File: src/rtl/cof_trace_pkg.sv
package cof_trace_pkg;
   localparam int DEF_ADDR_W = 16;
   localparam int DEF_DEPTH  = 8;

   typedef enum logic {
      CTL_OFF = 1'b0,
      CTL_ON  = 1'b1
   } ctl_state_t;
endpackage

File: src/rtl/cof_session_ctl.sv
module cof_session_ctl
   import cof_trace_pkg::*;
(
   input  logic clk,
   input  logic rst_n,
   input  logic arm_i,
   input  logic en_i,
   input  logic loop_mode_i,
   output logic start_o,
   output logic active_o
);
   ctl_state_t st_q;
   logic       go;

   assign go       = arm_i & en_i & loop_mode_i;
   assign start_o  = go & (st_q == CTL_OFF);
   assign active_o = go & (st_q == CTL_ON);

   always_ff @(posedge clk or negedge rst_n) begin
      if (!rst_n) st_q <= CTL_OFF;
      else        st_q <= go ? CTL_ON : CTL_OFF;
   end

   // a start is always followed by a running session or an idle state, never a second start
   p_single_start_r2: assert property (@(posedge clk) disable iff (!rst_n)
      start_o |=> !start_o);
endmodule

File: src/rtl/cof_dedup_filter.sv
module cof_dedup_filter #(
   parameter int ADDR_W = 16
) (
   input  logic              clk,
   input  logic              rst_n,
   input  logic              clear_i,
   input  logic              active_i,
   input  logic              cof_vld_i,
   input  logic [ADDR_W-1:0] cof_addr_i,
   input  logic              wr_ok_i,
   output logic              wr_req_o,
   output logic [ADDR_W-1:0] wr_data_o
);
   logic [ADDR_W-1:0] last_q;

   assign wr_req_o  = active_i & cof_vld_i & (cof_addr_i != last_q);
   assign wr_data_o = cof_addr_i;

   always_ff @(posedge clk or negedge rst_n) begin
      if (!rst_n)                   last_q <= '0;
      else if (clear_i)             last_q <= '0;
      else if (wr_req_o && wr_ok_i) last_q <= cof_addr_i;
   end

   p_clear_zero_r2: assert property (@(posedge clk) disable iff (!rst_n)
      clear_i |=> (last_q == '0));

   p_last_track_r3: assert property (@(posedge clk) disable iff (!rst_n)
      (wr_req_o && wr_ok_i && !clear_i) |=> (last_q == $past(cof_addr_i)));

   p_drop_keeps_last_r6: assert property (@(posedge clk) disable iff (!rst_n)
      (!clear_i && !(wr_req_o && wr_ok_i)) |=> $stable(last_q));
endmodule

File: src/rtl/cof_trace_fifo.sv
module cof_trace_fifo #(
   parameter int ADDR_W = 16,
   parameter int DEPTH  = 8,
   localparam int PTR_W = $clog2(DEPTH),
   localparam int CNT_W = $clog2(DEPTH + 1)
) (
   input  logic              clk,
   input  logic              rst_n,
   input  logic              clear_i,
   input  logic              wr_req_i,
   input  logic [ADDR_W-1:0] wr_data_i,
   input  logic              rd_req_i,
   output logic              wr_ok_o,
   output logic [ADDR_W-1:0] head_o,
   output logic [CNT_W-1:0]  count_o,
   output logic              full_o
);
   logic [ADDR_W-1:0] mem [DEPTH];
   logic [PTR_W-1:0]  wptr_q, rptr_q;
   logic [CNT_W-1:0]  count_q;
   logic              rd_pop, wr_do;

   assign full_o  = (count_q == CNT_W'(DEPTH));
   assign rd_pop  = rd_req_i & (count_q != '0) & ~clear_i;
   assign wr_ok_o = ~clear_i & (~full_o | rd_pop);
   assign wr_do   = wr_req_i & wr_ok_o;
   assign head_o  = mem[rptr_q];
   assign count_o = count_q;

   for (genvar g = 0; g < DEPTH; g++) begin : g_slot
      always_ff @(posedge clk) begin
         if (wr_do && (wptr_q == PTR_W'(g))) mem[g] <= wr_data_i;
      end
   end

   always_ff @(posedge clk or negedge rst_n) begin
      if (!rst_n) begin
         wptr_q  <= '0;
         rptr_q  <= '0;
         count_q <= '0;
      end else if (clear_i) begin
         wptr_q  <= '0;
         rptr_q  <= '0;
         count_q <= '0;
      end else begin
         if (wr_do)  wptr_q <= wptr_q + PTR_W'(1);
         if (rd_pop) rptr_q <= rptr_q + PTR_W'(1);
         count_q <= count_q + CNT_W'(wr_do) - CNT_W'(rd_pop);
      end
   end

   p_no_overflow_r6: assert property (@(posedge clk) disable iff (!rst_n)
      count_q <= CNT_W'(DEPTH));

   p_full_hold_r6: assert property (@(posedge clk) disable iff (!rst_n)
      (full_o && !rd_req_i && !clear_i) |=> full_o);

   p_pop_dec_r7: assert property (@(posedge clk) disable iff (!rst_n)
      (rd_pop && !wr_do) |=> (count_q == $past(count_q) - CNT_W'(1)));

   p_rw_same_r8: assert property (@(posedge clk) disable iff (!rst_n)
      (rd_pop && wr_do) |=> $stable(count_q));
endmodule

File: src/rtl/cof_trace_dedup.sv
module cof_trace_dedup
   import cof_trace_pkg::*;
#(
   parameter int ADDR_W = DEF_ADDR_W,
   parameter int DEPTH  = DEF_DEPTH,
   localparam int HALF_W = ADDR_W / 2,
   localparam int CNT_W  = $clog2(DEPTH + 1)
) (
   input  logic              clk,
   input  logic              rst_n,
   input  logic              arm_i,
   input  logic              en_i,
   input  logic              loop_mode_i,
   input  logic              cof_vld_i,
   input  logic [ADDR_W-1:0] cof_addr_i,
   input  logic              rd_i,
   output logic [ADDR_W-1:0] rd_data_o,
   output logic [HALF_W-1:0] rd_hi_o,
   output logic [HALF_W-1:0] rd_lo_o,
   output logic [CNT_W-1:0]  count_o,
   output logic              full_o
);
   if (ADDR_W < 2 || (ADDR_W % 2) != 0) begin : g_bad_width
      $error("cof_trace_dedup: ADDR_W must be even and at least 2");
   end
   if (DEPTH < 2 || (DEPTH & (DEPTH - 1)) != 0) begin : g_bad_depth
      $error("cof_trace_dedup: DEPTH must be a power of two, at least 2");
   end

   logic              start, active, wr_req, wr_ok;
   logic [ADDR_W-1:0] wr_data, head;

   cof_session_ctl u_ctl (
      .clk         (clk),
      .rst_n       (rst_n),
      .arm_i       (arm_i),
      .en_i        (en_i),
      .loop_mode_i (loop_mode_i),
      .start_o     (start),
      .active_o    (active)
   );

   cof_dedup_filter #(.ADDR_W(ADDR_W)) u_filt (
      .clk        (clk),
      .rst_n      (rst_n),
      .clear_i    (start),
      .active_i   (active),
      .cof_vld_i  (cof_vld_i),
      .cof_addr_i (cof_addr_i),
      .wr_ok_i    (wr_ok),
      .wr_req_o   (wr_req),
      .wr_data_o  (wr_data)
   );

   cof_trace_fifo #(.ADDR_W(ADDR_W), .DEPTH(DEPTH)) u_fifo (
      .clk       (clk),
      .rst_n     (rst_n),
      .clear_i   (start),
      .wr_req_i  (wr_req),
      .wr_data_i (wr_data),
      .rd_req_i  (rd_i),
      .wr_ok_o   (wr_ok),
      .head_o    (head),
      .count_o   (count_o),
      .full_o    (full_o)
   );

   assign rd_data_o = head;
   assign rd_hi_o   = head[ADDR_W-1:HALF_W];
   assign rd_lo_o   = head[HALF_W-1:0];

   p_idle_nocap_r9: assert property (@(posedge clk) disable iff (!rst_n)
      (!(arm_i && en_i && loop_mode_i) && !rd_i) |=> $stable(count_o));

   p_start_empty_r2: assert property (@(posedge clk) disable iff (!rst_n)
      $rose(arm_i && en_i && loop_mode_i) |=> (count_o == '0));
endmodule

File: config.mk
export PLATFORM = sky130hd
export DESIGN_NAME = cof_trace_dedup
export DESIGN_NICKNAME = d
export VERILOG_FILES = /design/src/rtl/cof_trace_pkg.sv /design/src/rtl/cof_session_ctl.sv /design/src/rtl/cof_dedup_filter.sv /design/src/rtl/cof_trace_fifo.sv /design/src/rtl/cof_trace_dedup.sv
export SDC_FILE = /design/constraint.sdc
export NUM_CORES = 1
export LEC_CHECK = 0
export BUFFER_PORTS_ARGS = -buffer_cell sky130_fd_sc_hd__buf_4
export CORE_MARGIN = 2
export CORE_UTILIZATION = 25
export DETAILED_ROUTE_END_ITERATION = 10
export GPL_TIMING_DRIVEN = 0
export SLEW_MARGIN = 15
export SYNTH_ARGS = -nofsm -noshare
export SYNTH_HDL_FRONTEND = slang
export SYNTH_SLANG_ARGS = --single-unit
File: constraint.sdc
create_clock -name clk -period 4.2 [get_ports clk]
set_input_delay 1.26 -clock clk [delete_from_list [all_inputs] [get_ports clk]]
set_output_delay 1.26 -clock clk [all_outputs]
set_load 0.02 [all_outputs]
### After elaboration in Yosys (flattened, before gate mapping)

Memory sizes are Yosys's and may differ from the RTL's.
Index checks and enable logic that the tools add are counted.

| word-level totals | value |
|---|---|
| register bits after elaboration | 27 |
| memory bits (writable) | 128 |
| memories | 1 |
| bits in read-only memories | 0 |
| latch bits | 0 |
| input bits | 23 |

| operators by class | value |
|---|---|
| $mul | 0 |
| order comparisons | 0 |
| add/subtract/negate cells | 4 |
| reduce and logical (&&, ||, !) cells | 21 |
| equal/unequal tests | 9 |
| shifts and indexed selects | 0 |
| bitwise gates (word level) | 14 |
| divide/modulo/power cells | 0 |
| multiplexer cells | 45 |

Memories:

| memory | depth | width | rd ports | clocked after Yosys merged registers in | write ports | line | source |
|---|---|---|---|---|---|---|---|
| u_fifo.mem | 8 | 16 | 1 | 0 | 1 | cof_trace_fifo.sv:18 | `logic [ADDR_W-1:0] mem [DEPTH];` |

Operator list:

| cell | number |
|---|---|
| two-way mux 16 bit | 9 |
| OR reduction 16 bit | 7 |
| two-way mux 3 bit | 11 |
| two-way mux 1 bit | 24 |
| != test 16 bit | 1 |
| == test 3 bit, second input constant | 4 |
| bitwise AND 1 bit | 10 |
| logical AND 1 bit | 9 |
| adder 3 x 1 -> 3 bit, second input constant | 2 |
| == test 3 x 2 -> 1 bit, second input constant | 2 |
| nonzero test 2 bit | 3 |
| adder 4 x 1 -> 4 bit | 1 |
| == test 4 bit, second input constant | 1 |
| two-way mux 4 bit | 1 |
| nonzero test 4 bit | 1 |
| subtractor 4 x 1 -> 4 bit | 1 |
| == test 3 x 1 -> 1 bit, second input constant | 1 |
| logical NOT 3 bit | 1 |
| NOT 1 bit | 3 |
| OR 1 bit | 1 |

### Longest topological paths before layout

Gate-level depths: netlist (run 1).

| logic depth | value |
|---|---|
| word-level depth | 19 |
| gate-level depth with buffers | 12 |

### Hierarchy

Synthesis (run 1) repeated with hierarchy kept, for this count alone.

| second synthesis, totals | value |
|---|---|
| cells, all modules | 373 |
| area total of the unflattened synthesis | 6,850.3 µm² |

Modules (own cells, without submodules):

| module | cells an instance | area each (µm²) | times used | seq. area each (µm²) |
|---|---|---|---|---|
| cof_trace_fifo | 276 | 5,759.3 | 1 | 4,093.9 |
| cof_dedup_filter | 77 | 920.9 | 1 | 400.4 |
| cof_trace_dedup | 16 | 120.1 | 1 | 0.0 |
| cof_session_ctl | 4 | 50.0 | 1 | 25.0 |

### Worst setup path before layout (run 1)

Ideal clock, no wire load.

| timing | value |
|---|---|
| path kind | input -> register |
| start point | in cof_addr_i[5] |
| end point | reg u_fifo.count_q[2], in the netlist u_fifo.count_o[2] |
| library setup time | 0.131 ns |
| buffers on the path | 1 |
| arrival | 2.880 ns |
| stages on the path | 9 |
| setup slack | 1.189 ns |
| data required time | 4.069 ns |
| path through | xnor2_1 nand4_1 nor4_4 a211oi_4 buf_6 ha_1 fa_1 xnor2_1 nor2_1 |

| on the way | value |
|---|---|
| longest elaborated chain between the ends | 6 |

Ends and longest elaborated chain:

| element | line | source |
|---|---|---|
| from (decl) | cof_trace_dedup.sv:15 | `input logic [ADDR_W-1:0] cof_addr_i,` |
| != test 16 bit | cof_dedup_filter.sv:16 | `assign wr_req_o = active_i & cof_vld_i & (cof_addr_i != last_q);` |
| bitwise AND 1 bit | cof_dedup_filter.sv:16 |  |
| bitwise AND 1 bit | cof_trace_fifo.sv:26 | `assign wr_do = wr_req_i & wr_ok_o;` |
| adder 4 x 1 -> 4 bit | cof_trace_fifo.sv:48 | `count_q <= count_q + CNT_W'(wr_do) - CNT_W'(rd_pop);` |
| subtractor 4 x 1 -> 4 bit | cof_trace_fifo.sv:48 |  |
| two-way mux 4 bit | cof_trace_fifo.sv:41 | `end else if (clear_i) begin` |
| to (signal assigned) | cof_trace_fifo.sv:48 |  |
| to (decl) | cof_trace_fifo.sv:20 | `logic [CNT_W-1:0] count_q;` |

Every way passes these cells.
A chain may end at the register's enable or synchronous reset.

### Worst setup path in the final report (run 1)

| timing | value |
|---|---|
| start point | reg u_fifo.rptr_q[1] |
| end point | out rd_hi_o[5] |

| on the way | value |
|---|---|
| longest elaborated chain between the ends | 1 |

Ends and longest elaborated chain:

| element | line | source |
|---|---|---|
| from (decl) | cof_trace_fifo.sv:19 | `logic [PTR_W-1:0] wptr_q, rptr_q;` |
| from (signal assigned) | cof_trace_fifo.sv:47 | `if (rd_pop) rptr_q <= rptr_q + PTR_W'(1);` |
| memory read (8 x 16 bit) | - |  |
| to (decl) | cof_trace_dedup.sv:18 | `output logic [HALF_W-1:0] rd_hi_o,` |

Every way passes these cells.

==> qor.yml, run 1 <==
outcome: "completed"
clkSlewWorstSetupHoldPaths_ns: 0.06
worstRegToRegCells: 7
ant_nets: 0
port_buffers: 59
max_freq_mhz: 251
grt_max_degree: 28
postCtsSetupBuffers: 0
syn_nets: 404
wire_per_inst_um: 17.0
rows: 59
grt_pass1_vias: 3608
clock-sinks: 155
critPathArrivalTime_ns: 2.73
reg2reg_from: "u_fifo.count_o[2]"
hold_depth: 2
avgSynthCellArea_um2: 17.9
grt_first_pass_wirelength_um: 20900
vias: 3328
gr-total-overflow: 0
nFillCells: 2495
whs_endpoint: "u_filt.last_q[5]"
cts_tree: "done"
antenna_found_initial: 0
core-area_um2: 25900
finalSetupViolCount: 0
synth_cell_types: 27
power.total_mw: 5.05
postCtsResizedCells: 0
grt.total_usage_pct: 10.1
wl_met1_um: 5810
ir_worst_vdd_v: 0.000306
ys_ff_latch: 155
rr_endpoint: "u_fifo.mem[7][9]"
crit_type: "reg -> out"
pre_cts_slack_ns: 0.427
power.density_nw_per_um2: 629
worst_pin_slew_ns: 1.11
wl_met3_um: 679
synthCells: 367
fin_nets: 482
yosysWarnings: 0
drv_slew: 0
cts_hold_buffers: 0
power.leakage_nw: 2.90
min_from: "u_filt.last_q[5]"
gp_congestion: 0.760
drtIter0Drc: 254
cts_buffer_depth: 2
clock_latency_ns: 0.42
reg2reg_slack_ns: 1.39
pin_count: 60
hold_path_class: "reg -> reg"
max_cap_viol_count: 0
rsz0062_at_grt: "no"
numCtsBuffers: 17
area_delta_synth_final_pct: 22.2
start_util_pct: 25.3
hpwlAfterDp_um: 8590
via_per_inst: 4.20
crit_fanout: 10
drt_pass1_iterations: 4
post-route-period-util_pct: 95.0
finalHoldViolCount: 0
clockRootBuffer: "clkbuf_16"
dieArea_um2: 27600
synth_area_um2: 6570
met2_length_um: 6740
die_w_um: 166
slew_headroom_pct: 25.9
end_kind: "output pin"
drive_gt1_share_pct: 35.9
htree_levels: 4
tns_ns: 0
ys_seq_area_share_pct: 68.8
fin_skew_ns: 0.0136
finalCriticalPeriod_ns: 3.99
worstPathRequired_ns: 2.94
wl_um: 13500
worst_setup_path_start_kind: "flip-flop"
timing.final.ws_setup_ns: 0.208
drc: 0
die_h_um: 166
diodes: 0
highest_layer: "met4"
-- cell usage in the layout, fill, tap and decap left out, types with 2 or more instances in the layout --
cell       synthesis  routed
buf_2              2       2
xor2_1             2       2
inv_1             27      27
clkbuf_1           7       7
clkinv_2           0       2
nand4_1            4       4
bufinv_16          0       3
dfrtp_1           27      27
edfxtp_1         128     128
buf_6              2       2
clkinv_1           0       2
and3_1             6       6
and2_1             4       4
clkinv_4           0       2
xnor2_1           18      18
a21oi_1            2       2
buf_4             19      78
clkbuf_16          0      17
nor2_1             7       7
inv_6              0       4
nand2_1           21      21
mux2i_1           19      19
mux2_2            16      16
ha_1              13      13
nand3_1            4       4
mux4_2            32      32
-- through the flow --
| step | util, % | instances | area (um2) | hold WS [ns] |
|---|---|---|---|---|
| after CTS | 31.0 | 792 | 8020 | 0.546 |
| after global placement | 28.7 | 761 | 7430 | 0.520 |
| final | 31.0 | 792 | 8020 | 0.547 |
| after detailed placement | 28.7 | 761 | 7430 | 0.538 |
| after floorplan | - | 367 | 6570 | 0.503 |
| after global routing | 31.0 | 792 | 8020 | 0.560 |
-- kinds of logic after synthesis --
family                   share of synthesized area (%)
XOR/XNOR                                          2.67
multiplexers                                      16.6
AO/OA/AOI/OAI                                    0.572
adder cells (fa/ha/maj)                           2.78
AND/OR/NAND/NOR                                   3.94
buffers and inverters                             4.61
flip-flops                                        68.8
-- power by group --
group / switching, mW / internal (mW)
logic: 0.887 / 0.877
registers: 0.0301 / 1.71
clock network: 0.610 / 0.934
total: 1.53 / 3.52
-- synth_stat cells, drive strengths merged --
| cell | number | area, um2 |
|---|---|---|
| nand2 | 22 | 90.1 |
| clkbuf | 7 | 26.3 |
| nand3 | 4 | 20.0 |
| and3 | 6 | 37.5 |
| edfxtp | 128 | 3840 |
| ha | 13 | 163 |
| nand4 | 4 | 25.0 |
| and2 | 5 | 32.5 |
| or2 | 1 | 6.26 |
| xor2 | 2 | 17.5 |
| a211oi | 1 | 20.0 |
| nor4 | 1 | 21.3 |
| fa | 1 | 20.0 |
| a21o | 1 | 7.51 |
| inv | 27 | 101 |
| a21oi | 2 | 10.0 |
| dfrtp | 27 | 676 |
| buf | 23 | 175 |
| mux4 | 32 | 721 |
| mux2i | 19 | 190 |
| nor2 | 7 | 26.3 |
| xnor2 | 18 | 158 |
| mux2 | 16 | 180 |
-- registers in the layout (all words and copies together) (netlist names) --
register / cells
u_fifo.wptr_q: 3
u_fifo.count_o: 4
u_fifo.rptr_q: 3
u_fifo.mem: 128
u_filt.last_q: 16
u_ctl.st_q: 1
-- cell type report --
| cell class | instances | area (um2) | share of cell area [%] |
|---|---|---|---|
| clock buffer | 17 | 425 | 5.30 |
| tap | 335 | 419 | 5.22 |
| timing repair buffer | 59 | 443 | 5.52 |
| sequential | 155 | 4520 | 56.3 |
| multi-input combinational | 155 | 1750 | 21.8 |
| inverter | 27 | 101 | 1.26 |
| buffer | 30 | 201 | 2.51 |
| clock inverter | 14 | 168 | 2.09 |
-- worst max-delay path, stage by stage, from the launching register on --
cell and delay [ns]:
dfrtp_1 0.35, clkbuf_1 0.29, clkbuf_1 0.68, mux4_2 0.41, mux2_2 0.31, buf_4 0.14, buf_4 0.14
-- how the worst max path moves through the flow --
| stage | from | end | slack [ns] | cells past startpoint |
|---|---|---|---|---|
| after floorplan | cof_addr_i[5] | u_fifo.count_o[2] | 1.19 | 9 |
| after global placement | cof_addr_i[10] | u_fifo.mem[7][6] | 0.55 | 7 |
| after detailed placement | cof_addr_i[10] | u_fifo.mem[7][11] | 0.43 | 7 |
| after CTS | u_fifo.rptr_q[1] | rd_hi_o[5] | 0.13 | 6 |
| after global routing | u_fifo.rptr_q[1] | rd_lo_o[5] | 0.04 | 6 |
| final | u_fifo.rptr_q[1] | rd_hi_o[5] | 0.21 | 6 |
-- layer usage --
metal  track usage, %  up-vias
met3             2.84       15
li1                 -     1520
met1             12.8     1702
met4             3.63        0
met5                0        -
met2             16.7       91
Note: power is estimated with default switching activity, not from simulation.
==> run 2: changes to the inputs <==
Settings changed: RECOVER_POWER from default to 25.
==> qor.yml, run 2 (synthesized netlist as in run 1, its figures left out) <==
postCtsSetupBuffers: 0
vias: 3333
crit_type: "reg -> out"
cts_tree: "done"
reg2reg_from: "u_fifo.count_o[2]"
rows: 59
end_kind: "output pin"
core-area_um2: 25900
antenna_found_initial: 0
post-route-period-util_pct: 96.0
wire_per_inst_um: 17.0
die_w_um: 166
finalSetupViolCount: 0
violations: "max-capacitance violations, max-slew violations"
outcome: "complete, but fails checks"
area_delta_synth_final_pct: 21.5
grt.total_usage_pct: 10.1
cp-endpoint: "rd_lo_o[4]"
postCtsResizedCells: 0
layout_common_cells: "edfxtp_1 (128), buf_4 (66), mux4_2 (32)"
clkSlewWorstSetupHoldPaths_ns: 0.06
power.density_nw_per_um2: 632
slew_headroom_pct: -2.48
drt_pass1_iterations: 4
via_per_inst: 4.21
tns_ns: 0
numCtsBuffers: 17
clock_latency_ns: 0.42
largest_reg_flops: 128
max_flop_register: "u_fifo.mem"
hold_depth: 2
start_util_pct: 25.3
rr_endpoint: "u_fifo.mem[7][9]"
crit_start: "u_fifo.rptr_q[1]"
clock-sinks: 155
max_cap_viol_count: 1
grt_max_degree: 28
wl_um: 13500
gp_congestion: 0.760
finish.utilization_pct: 30.8
drive_gt1_share_pct: 33.3
power.total_mw: 5.04
crit_fanout: 10
worst_setup_path_start_kind: "flip-flop"
ir_worst_vdd_v: 0.000307
drv_slew: 28
max_freq_mhz: 248
rsz0062_at_grt: "no"
finalHoldViolCount: 0
htree_levels: 4
cts_buffer_depth: 2
worstRegToRegCells: 7
drtIter0Drc: 247
worst_pin_slew_ns: 1.54
finalCriticalPeriod_ns: 4.03
port_buffers: 59
gr-total-overflow: 0
ant_nets: 0
worstPathRequired_ns: 2.94
grt_first_pass_wirelength_um: 20900
clockRootBuffer: "clkbuf_16"
die_h_um: 166
cts_hold_buffers: 0
timing.hold.ws_ns: 0.548
pin_count: 60
diodes: 0
grt_pass1_vias: 3608
hold_path_class: "reg -> reg"
reg2reg_slack_ns: 1.37
final_common_cell: "edfxtp_1"
fin_nets: 482
drc: 0
critPathArrivalTime_ns: 2.77
fin_skew_ns: 0.00893
hpwlAfterDp_um: 8590
dieArea_um2: 27600
power.leakage_nw: 2.86
## run 2: cell types whose count changed in the layout (fill, tap and decap cells not counted)
cell	delta
buf_4	-12
clkbuf_1	+12
## run 2: worst min-delay path by stage
stage                      start           endpoint  slack [ns]
6_report        u_filt.last_q[3]   u_filt.last_q[3]        0.55
5_1_grt         u_filt.last_q[2]   u_filt.last_q[2]        0.56
4_1_cts        u_filt.last_q[15]  u_filt.last_q[15]        0.55
3_5_place_dp   u_filt.last_q[13]  u_filt.last_q[13]        0.54
3_3_place_gp    u_fifo.wptr_q[0]   u_fifo.wptr_q[0]        0.52
2_1_floorplan   u_fifo.wptr_q[0]   u_fifo.wptr_q[0]        0.50
## run 2: per-stage QoR
| step | std cells | instance area (um2) | worst slack (ns) |
|---|---|---|---|
| floorplan | 367 | 6570 | 1.19 |
| global placement | 761 | 7430 | 0.551 |
| detailed placement | 761 | 7430 | 0.427 |
| CTS | 792 | 8020 | 0.129 |
| global route | 792 | 7980 | 0.0354 |
| finish | 792 | 7980 | 0.168 |
## run 2: routing by layer
metal	GRT usage [%]	up-vias	routed length (um)	part of all wire, %
li1	-	1520	-	-
met1	12.8	1716	5950	44
met2	16.7	81	6750	50
met3	2.84	16	556	4.1
met4	3.63	0	234	1.7
met5	0	-	0	0
## run 2: report_power, final
part           internal (mW)  total, mW  switching (mW)
sequential              1.71       1.74          0.0304
clock                  0.934       1.54           0.609
combinational          0.872       1.76           0.888
total                   3.51       5.04            1.53
## run 2: layout make-up
| type | count | area (um2) |
|---|---|---|
| fill | 2502 | 17900 |
| sequential | 155 | 4520 |
| multi-input combinational | 155 | 1750 |
| clock buffer | 17 | 425 |
| tap | 335 | 419 |
| timing repair buffer | 59 | 398 |
| buffer | 30 | 201 |
| clock inverter | 14 | 168 |
| inverter | 27 | 101 |
## run 2: worst max-delay path, stage by stage, from the launching register on
cell	delay [ns]
dfrtp_1	0.35
clkbuf_1	0.32
clkbuf_1	0.69
mux4_2	0.42
mux2_2	0.30
buf_4	0.13
buf_4	0.14
